**src/rtl/ide_bridge_pkg.sv**
```systemverilog
package ide_bridge_pkg;

  typedef enum logic [1:0] {
    SZ_BYTE = 2'd0,
    SZ_HALF = 2'd1,
    SZ_WORD = 2'd2,
    SZ_RSVD = 2'd3
  } acc_size_e;

  typedef enum logic [1:0] {
    TGT_NONE = 2'd0,
    TGT_TASK = 2'd1,
    TGT_CTL  = 2'd2,
    TGT_DATA = 2'd3
  } tgt_e;

  localparam int OFS_W      = 12;
  localparam int STRIDE_LSB = 4;
  localparam int IDX_W      = OFS_W - STRIDE_LSB;
  localparam int TF_N       = 8;
  localparam int TF_SEL_W   = $clog2(TF_N);

  localparam logic [IDX_W-1:0] IDX_DATA  = 8'd0;
  localparam logic [IDX_W-1:0] IDX_TF_LO = 8'd1;
  localparam logic [IDX_W-1:0] IDX_TF_HI = 8'd7;
  localparam logic [IDX_W-1:0] IDX_CTL_A = 8'd8;
  localparam logic [IDX_W-1:0] IDX_CTL_B = 8'd22;
  localparam logic [TF_SEL_W-1:0] TF_STATUS = 3'd7;

  function automatic logic [15:0] swap16(input logic [15:0] v);
    return {v[7:0], v[15:8]};
  endfunction

  function automatic logic [31:0] swap32(input logic [31:0] v);
    return {v[7:0], v[15:8], v[23:16], v[31:24]};
  endfunction

endpackage

```
**src/rtl/ide_reg_decode.sv**
```systemverilog
module ide_reg_decode
  import ide_bridge_pkg::*;
#(
  parameter int AW = 32
) (
  input  logic [AW-1:0]       addr,
  input  acc_size_e           size,
  output tgt_e                tgt,
  output logic [TF_SEL_W-1:0] tf_sel
);

  logic [IDX_W-1:0] idx;

  assign idx    = addr[OFS_W-1:STRIDE_LSB];
  assign tf_sel = idx[TF_SEL_W-1:0];

  always_comb begin
    tgt = TGT_NONE;
    unique case (size)
      SZ_BYTE: begin
        if (idx >= IDX_TF_LO && idx <= IDX_TF_HI) tgt = TGT_TASK;
        else if (idx == IDX_CTL_A || idx == IDX_CTL_B) tgt = TGT_CTL;
      end
      SZ_HALF, SZ_WORD: begin
        if (idx == IDX_DATA) tgt = TGT_DATA;
      end
      default: tgt = TGT_NONE;
    endcase
  end

endmodule

```
**src/rtl/ide_dev_model.sv**
```systemverilog
module ide_dev_model
  import ide_bridge_pkg::*;
(
  input  logic                clk,
  input  logic                rst_n,
  input  logic                wr_en,
  input  logic                rd_en,
  input  tgt_e                tgt,
  input  logic [TF_SEL_W-1:0] tf_sel,
  input  acc_size_e           size,
  input  logic [31:0]         wdata,
  input  logic                irq_raise,
  output logic [7:0]          rbyte,
  output logic [31:0]         rword,
  output logic [7:0]          ctl_q,
  output logic                irq_q
);

  logic [7:0]  tf_q [TF_N];
  logic [31:0] data_q;
  logic        status_rd;

  assign status_rd = rd_en && tgt == TGT_TASK && tf_sel == TF_STATUS;

  always_ff @(posedge clk) begin
    if (!rst_n) begin
      for (int i = 0; i < TF_N; i++) tf_q[i] <= '0;
      data_q <= '0;
      ctl_q  <= '0;
      irq_q  <= 1'b0;
    end else begin
      if (wr_en && tgt == TGT_TASK) tf_q[tf_sel] <= wdata[7:0];
      if (wr_en && tgt == TGT_CTL)  ctl_q <= wdata[7:0];
      if (wr_en && tgt == TGT_DATA) begin
        if (size == SZ_HALF) data_q[15:0] <= wdata[15:0];
        else                 data_q       <= wdata;
      end
      if (irq_raise)      irq_q <= 1'b1;
      else if (status_rd) irq_q <= 1'b0;
    end
  end

  assign rbyte = (tgt == TGT_CTL) ? tf_q[TF_STATUS] : tf_q[tf_sel];
  assign rword = data_q;

  a_r7_status_clears: assert property (@(posedge clk) disable iff (!rst_n)
    status_rd && !irq_raise |=> !irq_q);
  a_r7_alt_keeps: assert property (@(posedge clk) disable iff (!rst_n)
    rd_en && tgt == TGT_CTL && irq_q |=> irq_q);

endmodule

```
**src/rtl/ide_bswap_bridge.sv**
```systemverilog
module ide_bswap_bridge
  import ide_bridge_pkg::*;
#(
  parameter int AW = 32
) (
  input  logic          clk,
  input  logic          rst_n,
  input  logic          req_valid,
  output logic          req_ready,
  input  logic          req_write,
  input  logic [1:0]    req_size,
  input  logic [AW-1:0] req_addr,
  input  logic [31:0]   req_wdata,
  output logic          rsp_valid,
  input  logic          rsp_ready,
  output logic [31:0]   rsp_rdata,
  input  logic          dev_irq_raise,
  output logic          dev_irq,
  output logic [7:0]    dev_ctl
);

  acc_size_e           size;
  tgt_e                tgt;
  logic [TF_SEL_W-1:0] tf_sel;
  logic                acc, dev_wr, dev_rd;
  logic [31:0]         dev_wdata, rd_word, rd_next;
  logic [7:0]          rd_byte;

  assign size      = acc_size_e'(req_size);
  assign req_ready = !(rsp_valid && !rsp_ready);
  assign acc       = req_valid && req_ready;
  assign dev_wr    = acc && req_write && tgt != TGT_NONE;
  assign dev_rd    = acc && !req_write && tgt != TGT_NONE;

  ide_reg_decode #(.AW(AW)) u_decode (
    .addr   (req_addr),
    .size   (size),
    .tgt    (tgt),
    .tf_sel (tf_sel)
  );

  always_comb begin
    if (size == SZ_HALF) dev_wdata = {16'h0, swap16(req_wdata[15:0])};
    else if (size == SZ_WORD) dev_wdata = swap32(req_wdata);
    else dev_wdata = {24'h0, req_wdata[7:0]};
  end

  ide_dev_model u_dev (
    .clk       (clk),
    .rst_n     (rst_n),
    .wr_en     (dev_wr),
    .rd_en     (dev_rd),
    .tgt       (tgt),
    .tf_sel    (tf_sel),
    .size      (size),
    .wdata     (dev_wdata),
    .irq_raise (dev_irq_raise),
    .rbyte     (rd_byte),
    .rword     (rd_word),
    .ctl_q     (dev_ctl),
    .irq_q     (dev_irq)
  );

  always_comb begin
    unique case (tgt)
      TGT_TASK, TGT_CTL: rd_next = {24'h0, rd_byte};
      TGT_DATA: rd_next = (size == SZ_HALF) ? {16'h0, swap16(rd_word[15:0])}
                                             : swap32(rd_word);
      default: begin
        if (size == SZ_BYTE)      rd_next = 32'h0000_00FF;
        else if (size == SZ_HALF) rd_next = 32'h0000_FFFF;
        else                      rd_next = 32'hFFFF_FFFF;
      end
    endcase
  end

  always_ff @(posedge clk) begin
    if (!rst_n) begin
      rsp_valid <= 1'b0;
      rsp_rdata <= '0;
    end else if (acc && !req_write) begin
      rsp_valid <= 1'b1;
      rsp_rdata <= rd_next;
    end else if (rsp_ready) begin
      rsp_valid <= 1'b0;
    end
  end

  a_r9_hold: assert property (@(posedge clk) disable iff (!rst_n)
    rsp_valid && !rsp_ready |=> rsp_valid && $stable(rsp_rdata));
  a_r8_rsp_from_read: assert property (@(posedge clk) disable iff (!rst_n)
    $rose(rsp_valid) |-> $past(req_valid && req_ready && !req_write));
  a_r3_ctl_load: assert property (@(posedge clk) disable iff (!rst_n)
    dev_wr && tgt == TGT_CTL |=> dev_ctl == $past(req_wdata[7:0]));
  a_r5_data_idx0: assert property (@(posedge clk) disable iff (!rst_n)
    req_valid && tgt == TGT_DATA |-> req_addr[OFS_W-1:STRIDE_LSB] == IDX_DATA);

endmodule

```
**config.mk**
```make
export PLATFORM = sky130hd
export DESIGN_NAME = ide_bswap_bridge
export DESIGN_NICKNAME = d
export VERILOG_FILES = /design/src/rtl/ide_bridge_pkg.sv /design/src/rtl/ide_reg_decode.sv /design/src/rtl/ide_dev_model.sv /design/src/rtl/ide_bswap_bridge.sv
export SDC_FILE = /design/constraint.sdc
export NUM_CORES = 1
export LEC_CHECK = 0
export ABC_CLOCK_PERIOD_IN_PS = 4400
export BUFFER_PORTS_ARGS = -buffer_cell sky130_fd_sc_hd__buf_2
export CAP_MARGIN = 10
export CORE_MARGIN = 5
export CORE_UTILIZATION = 40
export CTS_CLUSTER_SIZE = 25
export DETAILED_ROUTE_END_ITERATION = 8
export HOLD_SLACK_MARGIN = 0.03
export REMOVE_ABC_BUFFERS = 1
export SETUP_SLACK_MARGIN = 0.02
export SLEW_MARGIN = 20
export SYNTH_ARGS = -nofsm -noshare
export SYNTH_HDL_FRONTEND = slang
export SYNTH_HIERARCHICAL = 1
export SYNTH_SLANG_ARGS = --single-unit
```
**constraint.sdc**
```tcl
create_clock -name clk -period 4.4 [get_ports clk]
set_input_delay 0.44 -clock clk [delete_from_list [all_inputs] [get_ports clk]]
set_output_delay 0.44 -clock clk [all_outputs]
set_load 0.005 [all_outputs]
```
==> key figures <==
Clocking
  • Post-CTS Setup Inserts: 0
  • Clk buf depth: 2
  • CTS buffer count: 17
  • Clk_lat worst skew: roughly 0.42 ns
  • Clock Tree Root: clkbuf_16
  • PostCTS Resize Cnt: 0
  • Total clock sinks: 138
  • # hold bufs at CTS: 0
  • CTS tree: built
  • Clock slew at reported path FFs: about 0.06 ns
  • CTS HTree Levels: 4

Logic synthesis
  • Mapped Avg Cell Area: around 9.9 um^2
  • Synth area leader: edfxtp_1
  • Post-synth cell types: 56
  • Asr flop ratio synth: 0
  • Simple-gate area share of the yosys netlist: 0.215
  • Share of synthesized cell area in full adder, half adder and majority cells: 0.00916
  • Largest family of logic cells by synthesized area: simple AND/OR/NAND/NOR gates
  • Yosys reg bits: about 140
  • Complex-gate fraction of the synthesized area: 0.180
  • Synth Cell Area: just under 7000 um^2
  • Top cell type's share of synthesized area: 0.281
  • Syn. warnings: 6
  • Cell count after synthesis: 693
  • Post-synthesis mux area share: 0.0520
  • Post-Synth XOR/XNOR Area: 0
  • Number of flops mapped to enable cells by yosys: 64
  • Top_reg_cell synth: dfxtp_1
  • Sequential fraction of the synthesis area: 0.498
  • Top post-synthesis cells by area: edfxtp_1, dfxtp_1, and2_1

Global routing
  • First-pass GRT wire length: 29100 um
  • Vias in the first global route: between 5000 and 6000
  • GRT Util Overall: 0.187
  • Largest net degree at the start of global routing: a little over 80
  • GRT overflow: 0
  • Initial antenna violation count: 0

Flow run
  • Max Cap Viol: 0

Die
  • Rows: 47
  • DIE AREA: ~20000 um^2
  • Num ports: 115
  • Initial core utilization: 0.410
  • Die W: 141 um
  • Die H: approximately 140 um
  • Core Box Area: 16600 um^2

Detailed routing
  • Via density: 5.45
  • Max Used Layer: met4
  • DRT iter0 DRCs: 402
  • Post-route ant nets: 0
  • DRT Pass-1 Iters: 5
  • DR WL met3: ~1200 um
  • Met1 wire length: about 8600 um
  • Detailed Route WL: around 19000 um
  • DRC: 0
  • Routed length on met2: between 8000 and 9000 um
  • Wirelength per Cell: ~19 um
  • Vias after detailed routing: ~5500

Place
  • Detailed placement HPWL: ~13000 um
  • Placed insts: 980
  • Port Buf Inserts: 90
  • Routability cong.: ~0.84

Power
  • Power Total: 3.04 mW
  • PwrDens: 377 nW/um^2
  • LEAKAGE: 3.21 nW
  • Maximum VDD drop: 264 uV

Critical path
  • Crit-path max FO: 9
  • Crit. End Element: flip-flop
  • Startpoint types: primary input
  • Worst reg2reg setup slack: slightly above 2 ns
  • Crit path kind: in2reg
  • R2R Path End: u_dev/tf_q[2][3]
  • Crit-path cells: buf_2, inv_1, ha_1, nand3_1, a211oi_1, buf_4, inv_1, ha_1, nor4b_2, nand4_1, buf_4, nor3_2, nand2b_1
  • CP Data Required Time: ~4.5 ns
  • CP max-delay cell: nand2b_1
  • Worst r2r src: rsp_valid
  • Slowest stage delay, CP: between 0.4 and 0.5 ns
  • Data arrival, critical path: 3.20 ns
  • Worst R2R Path Depth: 6

STA
  • Slew Viols, Final: 0
  • Fin Clk Skew: 0.0128 ns
  • Max Fclk: between 300 and 400 MHz
  • Worst Tran Pin Value: roughly 1.1 ns
  • Unrepaired setup endpoints after global routing: no
  • Setup TNS: 0 ns
  • Max-slew headroom: 0.241
  • Final Hold Fails: 0
  • Min cycle time layout: between 3 and 4 ns
  • Period utilization: 0.713
  • Final Setup Violations: 0

Final layout
  • Final Util: 0.485
  • Antenna Cells: 0
  • Most frequent cells in the layout: nand2_1, buf_2, and2_1
  • Commonest non-fill, non-tap cell in the layout: nand2_1
  • Nets@finish: 856
  • Final std cells w/o fill: between 1000 and 1500
  • Share of layout cells above drive strength 1: 0.228
  • Area Growth Syn to Fin: 18.2%

Run status
  • Status: finished clean

Hold path
  • Hold path endpoint: u_dev/irq_q
  • HP Class: in2reg
  • Worst hold path startpoint: dev_irq_raise
  • Hold depth: 2
==> cells by family after synthesis <==
group,after synthesis
and+or+nand+nor,276
AOI/OAI and AO/OA,182
DFF,138
adders and majority gates,5
muxes,32
buffers and inverters,60
==> sequential cells by signal, summed over array words and instances, names as in the netlist <==
signal / count
rsp_rdata: 32
u_dev/rword: 32
u_dev/ctl_q: 8
rsp_valid: 1
u_dev/irq_q: 1
u_dev/tf_q: 64
==> power by group <==
part | switching (mW) | internal (mW) | leakage [nW]
Combinational | 0.172 | 0.105 | 1.64
Clock | 0.536 | 0.838 | 0.283
Sequential | 0.0154 | 1.38 | 1.29
Total | 0.724 | 2.32 | 3.21
==> cell type report <==
| cell class | count | area, um^2 |
|---|---|---|
| clock inverters | 7 | 51.3 |
| multi-input cells | 495 | 3130 |
| inverters | 10 | 37.5 |
| fillers | 1560 | 8570 |
| repair buffers | 117 | 653 |
| flip-flops and latches | 138 | 3400 |
| well taps | 220 | 275 |
| clock buffers | 24 | 526 |
==> through the flow <==
step | worst slack [ns] | hold WS, ns | cell area [um^2]
after CTS | 1.28 | 0.244 | 8070
after global routing | 1.01 | 0.266 | 8070
final | 1.26 | 0.263 | 8070
after global placement | 0.971 | 0.444 | 7490
after floorplan | 0.0716 | 0.432 | 6550
after detailed placement | 0.853 | 0.447 | 7490
==> how the worst max path moves through the flow <==
| stage | start | endpoint | slack, ns | cells past startpoint |
|---|---|---|---|---|
| 6_report | req_size[1] | u_dev/tf_q[2][3] | 1.26 | 13 |
| 5_1_grt | req_size[1] | u_dev/tf_q[2][1] | 1.01 | 13 |
| 4_1_cts | req_size[1] | u_dev/tf_q[2][3] | 1.28 | 13 |
| 3_5_place_dp | req_size[1] | u_dev/tf_q[2][3] | 0.85 | 13 |
| 3_3_place_gp | req_size[1] | u_dev/tf_q[2][2] | 0.97 | 13 |
| 2_1_floorplan | req_addr[8] | u_dev/tf_q[1][0] | 0.07 | 8 |
==> layer usage <==
layer / up-vias / GRT usage
met5: - / 0
met4: 0 / 0.0887
met3: 43 / 0.0420
met2: 182 / 0.281
met1: 2649 / 0.256
li1: 2637 / -
==> Yosys cell counts (all sizes together) (2+ instances only) <==
library cell	number
mux2	9
clkbuf	17
nor3	8
ha	5
nand4	2
a22o	9
mux2i	22
nand3	12
nand3b	5
a221oi	9
edfxtp	64
a21boi	40
inv	10
buf	33
dfxtp	74
o221a	8
a211oi	11
and3	2
nand4b	6
nand2	100
nor2b	13
a21oi	46
and2	80
nor4b	3
o21a	4
nand2b	6
o21ai	43
nor2	33
nor4	3
a22oi	2
o211ai	3
==> critical path, delay by kind of cell <==
family | cells | cell delay, ns
AOI/OAI and AO/OA | 1 | 0.21
buffers and inverters | 5 | 0.68
adders and majority gates | 2 | 0.50
and+or+nand+nor | 5 | 1.36
Note: power is estimated with default switching activity, not from simulation.
